File: config.mk
export PLATFORM = sky130hd
export DESIGN_NAME = fillreq_ctrl
export DESIGN_NICKNAME = d
export VERILOG_FILES = /design/src/rtl/fillreq_pkg.sv /design/src/rtl/fill_mode_reg.sv /design/src/rtl/fill_shaper.sv /design/src/rtl/fill_seq.sv /design/src/rtl/fillreq_ctrl.sv
export SDC_FILE = /design/constraint.sdc
export NUM_CORES = 1
export LEC_CHECK = 0
export ABC_AREA = 0
export BUFFER_PORTS_ARGS = -buffer_cell sky130_fd_sc_hd__buf_2
export CAP_MARGIN = 5
export CORE_AREA = 2 2 232 234
export CTS_CLUSTER_SIZE = 25
export DETAILED_ROUTE_END_ITERATION = 6
export DIE_AREA = 0 0 234 236
export SLEW_MARGIN = 20
export SYNTH_ARGS = -nofsm -noshare
export SYNTH_HDL_FRONTEND = slang
export SYNTH_SLANG_ARGS = --single-unit
File: constraint.sdc
create_clock -name clk -period 1.8 [get_ports clk]
set_input_delay 0.09 -clock clk [delete_from_list [all_inputs] [get_ports clk]]
set_output_delay 0.09 -clock clk [all_outputs]
set_load 0.01 [all_outputs]
File: src/rtl/fillreq_pkg.sv
package fillreq_pkg;

    localparam int ADDR_W     = 32;
    localparam int LINE_BYTES = 32;
    localparam int CMD_W      = 11;
    localparam int CNT_W      = 7;
    localparam int LANE_BITS  = 64;
    localparam int MAX_BEATS  = (LINE_BYTES / 8 > 16) ? LINE_BYTES / 8 : 16;
    localparam int BEAT_W     = $clog2(MAX_BEATS + 1);

    localparam int BIT_EXT_SET = 10;
    localparam int BIT_EXT_CLR = 9;
    localparam int BIT_REP_SET = 8;
    localparam int BIT_REP_CLR = 7;

    typedef enum logic [1:0] {
        KIND_NARROW = 2'd0,
        KIND_DWORD  = 2'd1,
        KIND_LINE   = 2'd2
    } store_kind_e;

    typedef enum logic [1:0] {
        SQ_IDLE = 2'd0,
        SQ_REQ  = 2'd1,
        SQ_DATA = 2'd2,
        SQ_WAIT = 2'd3
    } seq_state_e;

    typedef struct packed {
        logic              write;
        logic              fill;
        logic [ADDR_W-1:0] addr;
        logic [CNT_W-1:0]  count;
        logic [7:0]        be;
        logic [BEAT_W-1:0] beats;
    } req_desc_t;

    function automatic logic flag_next(logic cur, logic set_b, logic clr_b);
        case ({set_b, clr_b})
            2'b10:   return 1'b1;
            2'b01:   return 1'b0;
            default: return cur;
        endcase
    endfunction

endpackage

File: src/rtl/fill_mode_reg.sv
module fill_mode_reg
    import fillreq_pkg::*;
(
    input  logic             clk,
    input  logic             rst,
    input  logic             cmd_wr,
    input  logic [CMD_W-1:0] cmd_word,
    input  logic             auto_clr,
    output logic             rep_flag,
    output logic [CNT_W-1:0] rep_cnt,
    output logic [31:0]      status_word
);
    logic             ext_q, rep_q, rep_n;
    logic [CNT_W-1:0] cnt_q;
    logic             rs, rc, es, ec;

    assign es = cmd_word[BIT_EXT_SET];
    assign ec = cmd_word[BIT_EXT_CLR];
    assign rs = cmd_word[BIT_REP_SET];
    assign rc = cmd_word[BIT_REP_CLR];

    always_comb begin
        rep_n = rep_q;
        if (auto_clr) rep_n = 1'b0;
        if (cmd_wr)   rep_n = flag_next(rep_n, rs, rc);
    end

    always_ff @(posedge clk) begin
        if (rst) begin
            ext_q <= 1'b0;
            rep_q <= 1'b0;
            cnt_q <= '0;
        end else begin
            rep_q <= rep_n;
            if (cmd_wr) begin
                ext_q <= flag_next(ext_q, es, ec);
                cnt_q <= cmd_word[CNT_W-1:0];
            end
        end
    end

    assign rep_flag    = rep_q;
    assign rep_cnt     = cnt_q;
    assign status_word = {22'd0, 1'b0, ext_q, rep_q, cnt_q};

    AST_SET_CLR_HOLD: assert property (@(posedge clk) disable iff (rst)
        (cmd_wr && rs && rc && es && ec && !auto_clr) |=> $stable(status_word[8:7]));
    AST_AUTO_CLEAR: assert property (@(posedge clk) disable iff (rst)
        (auto_clr && !(cmd_wr && rs && !rc)) |=> !status_word[7]);
    AST_CMD_SET: assert property (@(posedge clk) disable iff (rst)
        (cmd_wr && rs && !rc) |=> status_word[7]);

endmodule

File: src/rtl/fill_shaper.sv
module fill_shaper
    import fillreq_pkg::*;
#(
    parameter int LINE_B = LINE_BYTES
) (
    input  logic              write,
    input  logic [1:0]        kind,
    input  logic [ADDR_W-1:0] addr,
    input  logic [7:0]        be,
    input  logic [63:0]       low_dw,
    input  logic [63:0]       top_dw,
    input  logic              rep,
    input  logic [CNT_W-1:0]  cnt,
    output req_desc_t         desc,
    output logic [63:0]       pattern
);
    store_kind_e k;
    logic        fill;

    assign k    = store_kind_e'(kind);
    assign fill = write && rep;

    always_comb begin
        case (k)
            KIND_DWORD: pattern = low_dw;
            KIND_LINE:  pattern = top_dw;
            default:    pattern = {low_dw[31:0], low_dw[31:0]};
        endcase
    end

    always_comb begin
        desc.write = write;
        desc.fill  = fill;
        desc.addr  = addr;
        if (fill) begin
            desc.count = cnt;
            desc.be    = 8'hFF;
            desc.beats = BEAT_W'(cnt[CNT_W-1:3]) + BEAT_W'(1);
        end else begin
            case (k)
                KIND_DWORD: begin
                    desc.count = CNT_W'(7);
                    desc.be    = be;
                    desc.beats = BEAT_W'(1);
                end
                KIND_LINE: begin
                    desc.count = CNT_W'(LINE_B - 1);
                    desc.be    = 8'hFF;
                    desc.beats = BEAT_W'(LINE_B / 8);
                end
                default: begin
                    desc.count = CNT_W'(3);
                    desc.be    = be;
                    desc.beats = BEAT_W'(1);
                end
            endcase
        end
    end

endmodule

File: src/rtl/fill_seq.sv
module fill_seq
    import fillreq_pkg::*;
#(
    parameter int LINE_B = LINE_BYTES
) (
    input  logic              clk,
    input  logic              rst,
    input  logic              cpu_valid,
    input  logic              cpu_write,
    input  logic              rep,
    input  req_desc_t         desc,
    input  logic [63:0]       pattern,
    input  logic [LINE_B*8-1:0] line,
    output logic              cpu_ready,
    output logic              cpu_rvalid,
    output logic [63:0]       cpu_rdata,
    output logic              auto_clr,
    output logic              req_valid,
    input  logic              req_ready,
    output logic              req_write,
    output logic              req_fill,
    output logic [ADDR_W-1:0] req_addr,
    output logic [CNT_W-1:0]  req_count,
    output logic [7:0]        req_be,
    output logic              dat_valid,
    input  logic              dat_ready,
    output logic [63:0]       dat_data,
    input  logic              rsp_valid,
    input  logic [63:0]       rsp_data
);
    localparam int NLANE  = LINE_B / 8;
    localparam int LANE_W = (NLANE > 1) ? $clog2(NLANE) : 1;

    seq_state_e        state;
    req_desc_t         desc_q;
    logic [63:0]       pat_q;
    logic [LINE_B*8-1:0] line_q;
    logic [BEAT_W-1:0] beat_q;
    logic              zero_q;
    logic              accept, local_rd;
    logic [63:0]       lanes [NLANE];

    for (genvar g = 0; g < NLANE; g++) begin : g_lane
        assign lanes[g] = line_q[g*LANE_BITS +: LANE_BITS];
    end

    assign cpu_ready = (state == SQ_IDLE);
    assign accept    = cpu_valid && cpu_ready;
    assign local_rd  = accept && !cpu_write && rep;
    assign auto_clr  = accept && cpu_write && rep;

    always_ff @(posedge clk) begin
        if (rst) begin
            state  <= SQ_IDLE;
            desc_q <= '0;
            pat_q  <= '0;
            line_q <= '0;
            beat_q <= '0;
            zero_q <= 1'b0;
        end else begin
            zero_q <= local_rd;
            case (state)
                SQ_IDLE: if (accept && !local_rd) begin
                    desc_q <= desc;
                    pat_q  <= pattern;
                    line_q <= line;
                    state  <= SQ_REQ;
                end
                SQ_REQ: if (req_ready) begin
                    beat_q <= '0;
                    state  <= desc_q.write ? SQ_DATA : SQ_WAIT;
                end
                SQ_DATA: if (dat_ready) begin
                    if (beat_q == desc_q.beats - BEAT_W'(1)) state <= SQ_IDLE;
                    else beat_q <= beat_q + BEAT_W'(1);
                end
                SQ_WAIT: if (rsp_valid) state <= SQ_IDLE;
                default: state <= SQ_IDLE;
            endcase
        end
    end

    assign req_valid  = (state == SQ_REQ);
    assign req_write  = desc_q.write;
    assign req_fill   = desc_q.fill;
    assign req_addr   = desc_q.addr;
    assign req_count  = desc_q.count;
    assign req_be     = desc_q.be;
    assign dat_valid  = (state == SQ_DATA);
    assign dat_data   = desc_q.fill ? pat_q : lanes[beat_q[LANE_W-1:0]];
    assign cpu_rvalid = zero_q || (state == SQ_WAIT && rsp_valid);
    assign cpu_rdata  = (state == SQ_WAIT) ? rsp_data : 64'd0;

    AST_REQ_HOLD: assert property (@(posedge clk) disable iff (rst)
        (req_valid && !req_ready) |=> (req_valid && $stable(req_addr) && $stable(req_count) && $stable(req_be)));
    AST_FILL_MASK: assert property (@(posedge clk) disable iff (rst)
        (req_valid && req_fill) |-> (req_be == 8'hFF && req_write));
    AST_FILL_STEADY: assert property (@(posedge clk) disable iff (rst)
        (dat_valid && $past(dat_valid) && req_fill) |-> $stable(dat_data));
    AST_LOCAL_READ: assert property (@(posedge clk) disable iff (rst)
        local_rd |=> (cpu_rvalid && cpu_rdata == 64'd0 && !req_valid));

endmodule

File: src/rtl/fillreq_ctrl.sv
module fillreq_ctrl
    import fillreq_pkg::*;
#(
    parameter int LINE_B = LINE_BYTES
) (
    input  logic                clk,
    input  logic                rst,
    input  logic                cmd_wr,
    input  logic [CMD_W-1:0]    cmd_word,
    output logic [31:0]         status_word,
    input  logic                cpu_valid,
    output logic                cpu_ready,
    input  logic                cpu_write,
    input  logic [1:0]          cpu_kind,
    input  logic [ADDR_W-1:0]   cpu_addr,
    input  logic [7:0]          cpu_be,
    input  logic [LINE_B*8-1:0] cpu_wdata,
    output logic                cpu_rvalid,
    output logic [63:0]         cpu_rdata,
    output logic                req_valid,
    input  logic                req_ready,
    output logic                req_write,
    output logic                req_fill,
    output logic [ADDR_W-1:0]   req_addr,
    output logic [CNT_W-1:0]    req_count,
    output logic [7:0]          req_be,
    output logic                dat_valid,
    input  logic                dat_ready,
    output logic [63:0]         dat_data,
    input  logic                rsp_valid,
    input  logic [63:0]         rsp_data
);
    logic             rep_flag, auto_clr;
    logic [CNT_W-1:0] rep_cnt;
    req_desc_t        desc;
    logic [63:0]      pattern;

    fill_mode_reg u_mode (
        .clk(clk), .rst(rst), .cmd_wr(cmd_wr), .cmd_word(cmd_word),
        .auto_clr(auto_clr), .rep_flag(rep_flag), .rep_cnt(rep_cnt),
        .status_word(status_word)
    );

    fill_shaper #(.LINE_B(LINE_B)) u_shape (
        .write(cpu_write), .kind(cpu_kind), .addr(cpu_addr), .be(cpu_be),
        .low_dw(cpu_wdata[63:0]), .top_dw(cpu_wdata[LINE_B*8-1 -: 64]),
        .rep(rep_flag), .cnt(rep_cnt), .desc(desc), .pattern(pattern)
    );

    fill_seq #(.LINE_B(LINE_B)) u_seq (
        .clk(clk), .rst(rst), .cpu_valid(cpu_valid), .cpu_write(cpu_write),
        .rep(rep_flag), .desc(desc), .pattern(pattern), .line(cpu_wdata),
        .cpu_ready(cpu_ready), .cpu_rvalid(cpu_rvalid), .cpu_rdata(cpu_rdata),
        .auto_clr(auto_clr), .req_valid(req_valid), .req_ready(req_ready),
        .req_write(req_write), .req_fill(req_fill), .req_addr(req_addr),
        .req_count(req_count), .req_be(req_be), .dat_valid(dat_valid),
        .dat_ready(dat_ready), .dat_data(dat_data), .rsp_valid(rsp_valid),
        .rsp_data(rsp_data)
    );

endmodule

==> results of run 1 <==
-- routing by layer --
layer	global-route usage (%)	up-vias	part of all wire (%)
li1	-	8922	-
met3	6.26	171	8.1
met1	31.7	9108	41
met2	44.0	897	48
met4	10.5	4	3.3
met5	0	-	0.036
-- timing repair --
action	4_1_cts	5_1_grt
buffers inserted	5	8
resized for setup	57	82
hold buffers	324	0
gates cloned	3	4
endpoints found under the setup margin	118	93
endpoints found under the hold margin	367	0
pin swaps	3	7
-- worst max-delay path, stage by stage (launching register included) --
cell       delay [ps]
dfxtp_4           360
buf_12            180
clkbuf_16         200
mux4_2            510
mux2_2            290
buf_6             130
-- worst paths after layout --
path	start	to	slack, ps	depth (start not counted)
worst max-delay path	u_seq.beat_q[0]	dat_data[51]	-550	5
worst min-delay path	cmd_wr	u_mode.rep_flag	80	4
worst min register to register	u_seq.req_count[2]	u_seq.req_count[2]	450	2
worst max register to register	u_seq.beat_q[0]	u_seq.beat_q[0]	-130	10
-- power by group through the flow --
stage / combinational [mW] / sequential (mW) / clock [mW]
final: 4.69 / 9.67 / 9.39
after detailed placement: 3.74 / 9.85 / 0
after global placement: 3.67 / 9.83 / 0
after CTS: 4.48 / 9.65 / 9.56
after floorplan: 2.27 / 9.68 / 0
after global routing: 5.09 / 9.72 / 9.91
-- cell type report --
type                    count  area share [%]
well taps                 696            3.21
multi-input cells        1524            32.8
clock inverters            10           0.516
flip-flops and latches    391            28.9
diodes                     11           0.101
inverters                   7          0.0968
repair buffers           1011            29.3
clock buffers              71            5.03
-- cells by family after synthesis --
logic type	after synthesis	share of synthesized area [%]
other cells	1	0.0210
compound gates	454	14.3
xor+xnor	7	0.385
fa+ha+maj	8	0.560
buf+inv	265	7.78
mux	137	12.6
flops	391	43.8
simple gates	895	20.6
-- stage by stage --
stage	setup TNS, ps	instances	cell area (µm²)
floorplan	-28.4	2180	18000
CTS	-33180	3700	26600
detailed placement	-6400	3288	21500
global placement	-5430	3288	21500
global route	-35510	3718	27100
finish	-31180	3721	27100
-- state kept, by name, summed over array words and instances (netlist names) --
register and cells:
u_mode.ext_q 1, u_mode.rep_cnt 7, u_mode.rep_flag 1, u_seq.beat_q 5
u_seq.desc_q 5, u_seq.line_q 256, u_seq.pat_q 64, u_seq.req_addr 32
u_seq.req_be 8, u_seq.req_count 7, u_seq.req_fill 1, u_seq.req_write 1
u_seq.state 2, u_seq.zero_q 1
-- synthesized netlist by cell type, drive strengths merged (9+ instances only) --
cell      n  area share, %
nand2   687             14
dfxtp   391             44
a21oi   333            9.3
buf     131            5.0
clkbuf  127            2.7
nor2     70            1.5
and3     65            2.3
mux2     64            4.0
mux4     64            8.1
nor3     44            1.2
o21ai    37            1.1
a22oi    36            1.5
a221oi   32            1.6
mux2i     9           0.50
==> impl_metrics.json, run 1 <==
{
  "status": "finished with violations",
  "violations": "negative setup slack",
  "clock_latency_ps": 580,
  "postSynthAreaPerCell_um2": 8.28,
  "rsz0062_at_grt": "true",
  "viasPerCell": 5.13,
  "postRouteAntennaNets": 0,
  "arrival_ps": 2260,
  "die_area_um2": 55200,
  "path_clk_slew_ps": 60,
  "grt_pass1_wl_mm": 111,
  "endpoint_kind": "primary output",
  "cts.htree.levels": 2,
  "crit_fanout": 7,
  "layout_worst_path_cycle_share_pct": 130,
  "cts_buffer_depth": 3,
  "p_leak_nw": 11.7,
  "fmax_ghz": 0.426,
  "synth_area_um2": 17900,
  "post-place-ws_ps": -150,
  "relSlewSlack_pct": 55.8,
  "syn_to_final_growth_pct": 51.9,
  "core_um2": 53100,
  "route.detailed.wl_per_inst_um": 20.3,
  "cts_num_sinks": 391,
  "synth-main-ff-cell": "dfxtp_1",
  "drt-pass1-iter-count": 5,
  "internal_power_mw": 17.2,
  "ys_warn_count": 0,
  "pin_count": 594,
  "pwr-share-clk_pct": 39.5,
  "comb_power_share_pct": 19.7,
  "max-cap-violations": 0,
  "antenna_found_initial": 12,
  "multi_input_area_um2": 8910,
  "routed_wl_mm": 75.5,
  "drc_errors": 0,
  "track_usage_pct": 26.1,
  "die_w_um": 234,
  "root_buffer": "clkbuf_16",
  "finalMaxSlewViolations": 0,
  "power.net_switching_mw": 6.55,
  "p_seq_share_pct": 40.7,
  "portBuffers": 570,
  "sw_frac_of_total_pct": 27.6,
  "post-dp-hpwl_mm": 53.1,
  "die_h_um": 236,
  "postSynthCellCount": 2158,
  "total_power_mw": 23.8,
  "gp_congestion": 1.03,
  "synth_enable_flop_cells": 0,
  "final_hold_viol_count": 0,
  "powerDensity_nw_per_um2": 875,
  "grt_pass1_vias": 19110,
  "numCtsBuffers": 46,
  "placement_rows": 85,
  "nFillCells": 4770,
  "crit_path_start_kind": "flip-flop",
  "finalNetCount": 3370,
  "final_util_pct": 51.2,
  "grt_remaining_overflow": 0,
  "tightest_slew_ps": 663,
  "yosysSeqAreaShare_pct": 43.8,
  "finalWorstSetupSlack_ps": -548,
  "vias": 19102,
  "path_class": "reg2out",
  "fin_skew_ps": 18.8,
  "finalSetupViolCount": 70,
  "ir_drop_v": 0.000708,
  "initial_core_util_pct": 33.7,
  "final_common_cell": "nand2_1",
  "period_needed_ps": 2350,
  "ys_ff_latch": 391,
  "drt_iter0_markers": 1366,
  "tritoncts": "yes",
  "synthDistinctLibCells": 53,
  "grt_max_degree": 86,
  "hold_slack_ps": 76.3,
  "synthArstFlopShare_pct": 0,
  "layout-drive-gt1-share_pct": 30.4,
  "required_ps": 1710,
  "most-common-layout-cells": "686 x nand2_1, 516 x buf_2, 385 x dfxtp_1",
  "min_path_type": "in2reg",
  "register_area_um2": 7850
}
No activity file was read; power rests on OpenSTA's default activity.
==> run 2, diff against run 1 <==
--- a/config.mk
+++ b/config.mk
@@ -12,6 +12,7 @@
 export CTS_CLUSTER_SIZE = 25
 export DETAILED_ROUTE_END_ITERATION = 6
 export DIE_AREA = 0 0 234 236
+export REMOVE_ABC_BUFFERS = 1
 export SLEW_MARGIN = 20
 export SYNTH_ARGS = -nofsm -noshare
 export SYNTH_HDL_FRONTEND = slang
==> impl_metrics.json, run 2 (synthesis gave the netlist of run 1 again) <==
{
  "crit_path_start_kind": "flip-flop",
  "fin_cells": 3724,
  "cp_top_family": "multiplexers",
  "worst-path-buf-inv": 3,
  "rsz0062_at_grt": "true",
  "tritoncts": "yes",
  "max-cap-violations": 0,
  "initial_core_util_pct": 33.7,
  "crit_chain": "buf_12, buf_16, mux4_2, mux2_4, buf_6",
  "min_delay_path_depth": 5,
  "pin_count": 594,
  "die_w_um": 234,
  "finalWorstSetupSlack_ps": -508,
  "relSlewSlack_pct": 61.9,
  "root_buffer": "clkbuf_16",
  "path_clk_slew_ps": 60,
  "top_register": "u_seq.line_q",
  "grt_pass1_vias": 18675,
  "power.net_switching_mw": 6.55,
  "most-common-layout-cells": "685 x nand2_1, 509 x buf_2, 383 x dfxtp_1",
  "route.detailed.wl_per_inst_um": 19.7,
  "final_util_pct": 51.8,
  "violations": "design-rule violations, negative setup slack",
  "vias": 19147,
  "ir_drop_v": 0.000663,
  "track_usage_pct": 24.1,
  "drc_errors": 8,
  "endpoint_kind": "primary output",
  "drt_iter0_markers": 1553,
  "grt_max_degree": 92,
  "placement_rows": 85,
  "fmax_ghz": 0.433,
  "total_power_mw": 23.7,
  "period_needed_ps": 2310,
  "grt_remaining_overflow": 0,
  "gp_congestion": 0.938,
  "finalSetupViolCount": 65,
  "die_h_um": 236,
  "p_seq_share_pct": 40.6,
  "final_hold_viol_count": 0,
  "crit_fanout": 8,
  "die_area_um2": 55200,
  "largest_register_ffs": 256,
  "required_ps": 1710,
  "syn_to_final_growth_pct": 53.7,
  "cts_buffer_depth": 3,
  "post-place-ws_ps": -144,
  "core_um2": 53100,
  "reg2reg_depth": 8,
  "numCtsBuffers": 45,
  "slowest_stage": "mux4_2",
  "fin_skew_ps": 36.8,
  "powerDensity_nw_per_um2": 863,
  "crit_cells": 5,
  "path_class": "reg2out",
  "comb_power_share_pct": 20.5,
  "post-dp-hpwl_mm": 45.6,
  "finalMaxSlewViolations": 0,
  "slowest_delay_ps": 510,
  "arrival_ps": 2220,
  "routed_wl_mm": 73.2,
  "antenna_found_initial": 16,
  "internal_power_mw": 17.1,
  "sw_frac_of_total_pct": 27.7,
  "p_leak_nw": 11.8,
  "postRouteAntennaNets": 0,
  "min_path_type": "in2reg",
  "status": "finished with violations",
  "grt_pass1_wl_mm": 104,
  "cts_num_sinks": 391,
  "fin_setup_tns_ps": -29950,
  "final_common_cell": "nand2_1",
  "clock_latency_ps": 580,
  "dp_cells": 3280,
  "finalNetCount": 3372,
  "layout_worst_path_cycle_share_pct": 128,
  "pwr-share-clk_pct": 38.8,
  "drt-pass1-iter-count": 7,
  "portBuffers": 570,
  "layout-drive-gt1-share_pct": 30.8,
  "tightest_slew_ps": 572,
  "nFillCells": 4667,
  "cts.htree.levels": 2,
  "viasPerCell": 5.14
}
[run 2: cell count changes in the layout (fill, tap and decap cells not counted), sizes merged]
cell         before  now
clkinvlp          0    1
diode            11   13
clkinv            6    7
buf             685  680
bufbuf            0    2
bufinv            3    2
dlygate4sd3     322  321
clkbuf           75   79
[run 2: through the flow]
step	area (µm²)	hold slack, ps
2_1_floorplan	16600	159
3_3_place_gp	21400	330
3_5_place_dp	21400	335
4_1_cts	26600	38.1
5_1_grt	27500	101
6_report	27500	64.4
[run 2: power groups by stage]
stage,logic (mW),registers (mW),clock network [mW]
floorplan,2.05,9.79,0
global placement,3.57,9.76,0
detailed placement,3.63,9.79,0
CTS,4.37,9.61,9.38
global route,5.25,9.69,9.72
finish,4.86,9.63,9.21
[run 2: repair_timing]
item / 4_1_cts / 5_1_grt
endpoints found under the setup margin: 133 / 278
hold buffers: 322 / 0
gates resized for setup: 72 / 96
pin swaps: 3 / 5
gates cloned: 5 / 17
buffers inserted: 4 / 6
hold endpoints to repair: 388 / 0
[run 2: cell type report]
type	count	area, µm²	area share, %
multi-input cells	1524	9020	32.8
diodes	13	32.5	0.118
flip-flops and latches	391	7850	28.6
clock buffers	68	1350	4.90
clock inverters	11	144	0.524
repair buffers	1014	8180	29.8
well taps	696	871	3.17
inverters	7	26.3	0.0957
[run 2: worst reg2reg max path: cells and delay by family (launching register included)]
| kind | cells | cell delay (ps) |
|---|---|---|
| AOI/OAI and AO/OA | 3 | 290 |
| xor gates and xnor gates | 1 | 180 |
| buffers and inverters | 3 | 490 |
| DFF | 1 | 360 |
| and+or+nand+nor | 1 | 420 |
[run 2: final timing paths]
path | start | to | slack (ps)
max | u_seq.beat_q[0] | dat_data[39] | -510
min | cpu_kind[1] | u_seq.desc_q[0] | 60
max reg2reg | u_seq.beat_q[0] | u_seq.beat_q[4] | -20
min reg2reg | u_seq.req_addr[9] | u_seq.req_addr[9] | 450
[run 2: metal layers]
metal | GRT usage, % | share of wire [%] | wire length (µm) | vias to the layer above
met5 | 0 | 0.055 | 40 | -
met4 | 9.95 | 3.0 | 2190 | 6
met3 | 4.45 | 7.6 | 5570 | 169
met2 | 38.4 | 47 | 34600 | 861
met1 | 31.9 | 42 | 30900 | 9190
li1 | - | - | - | 8921
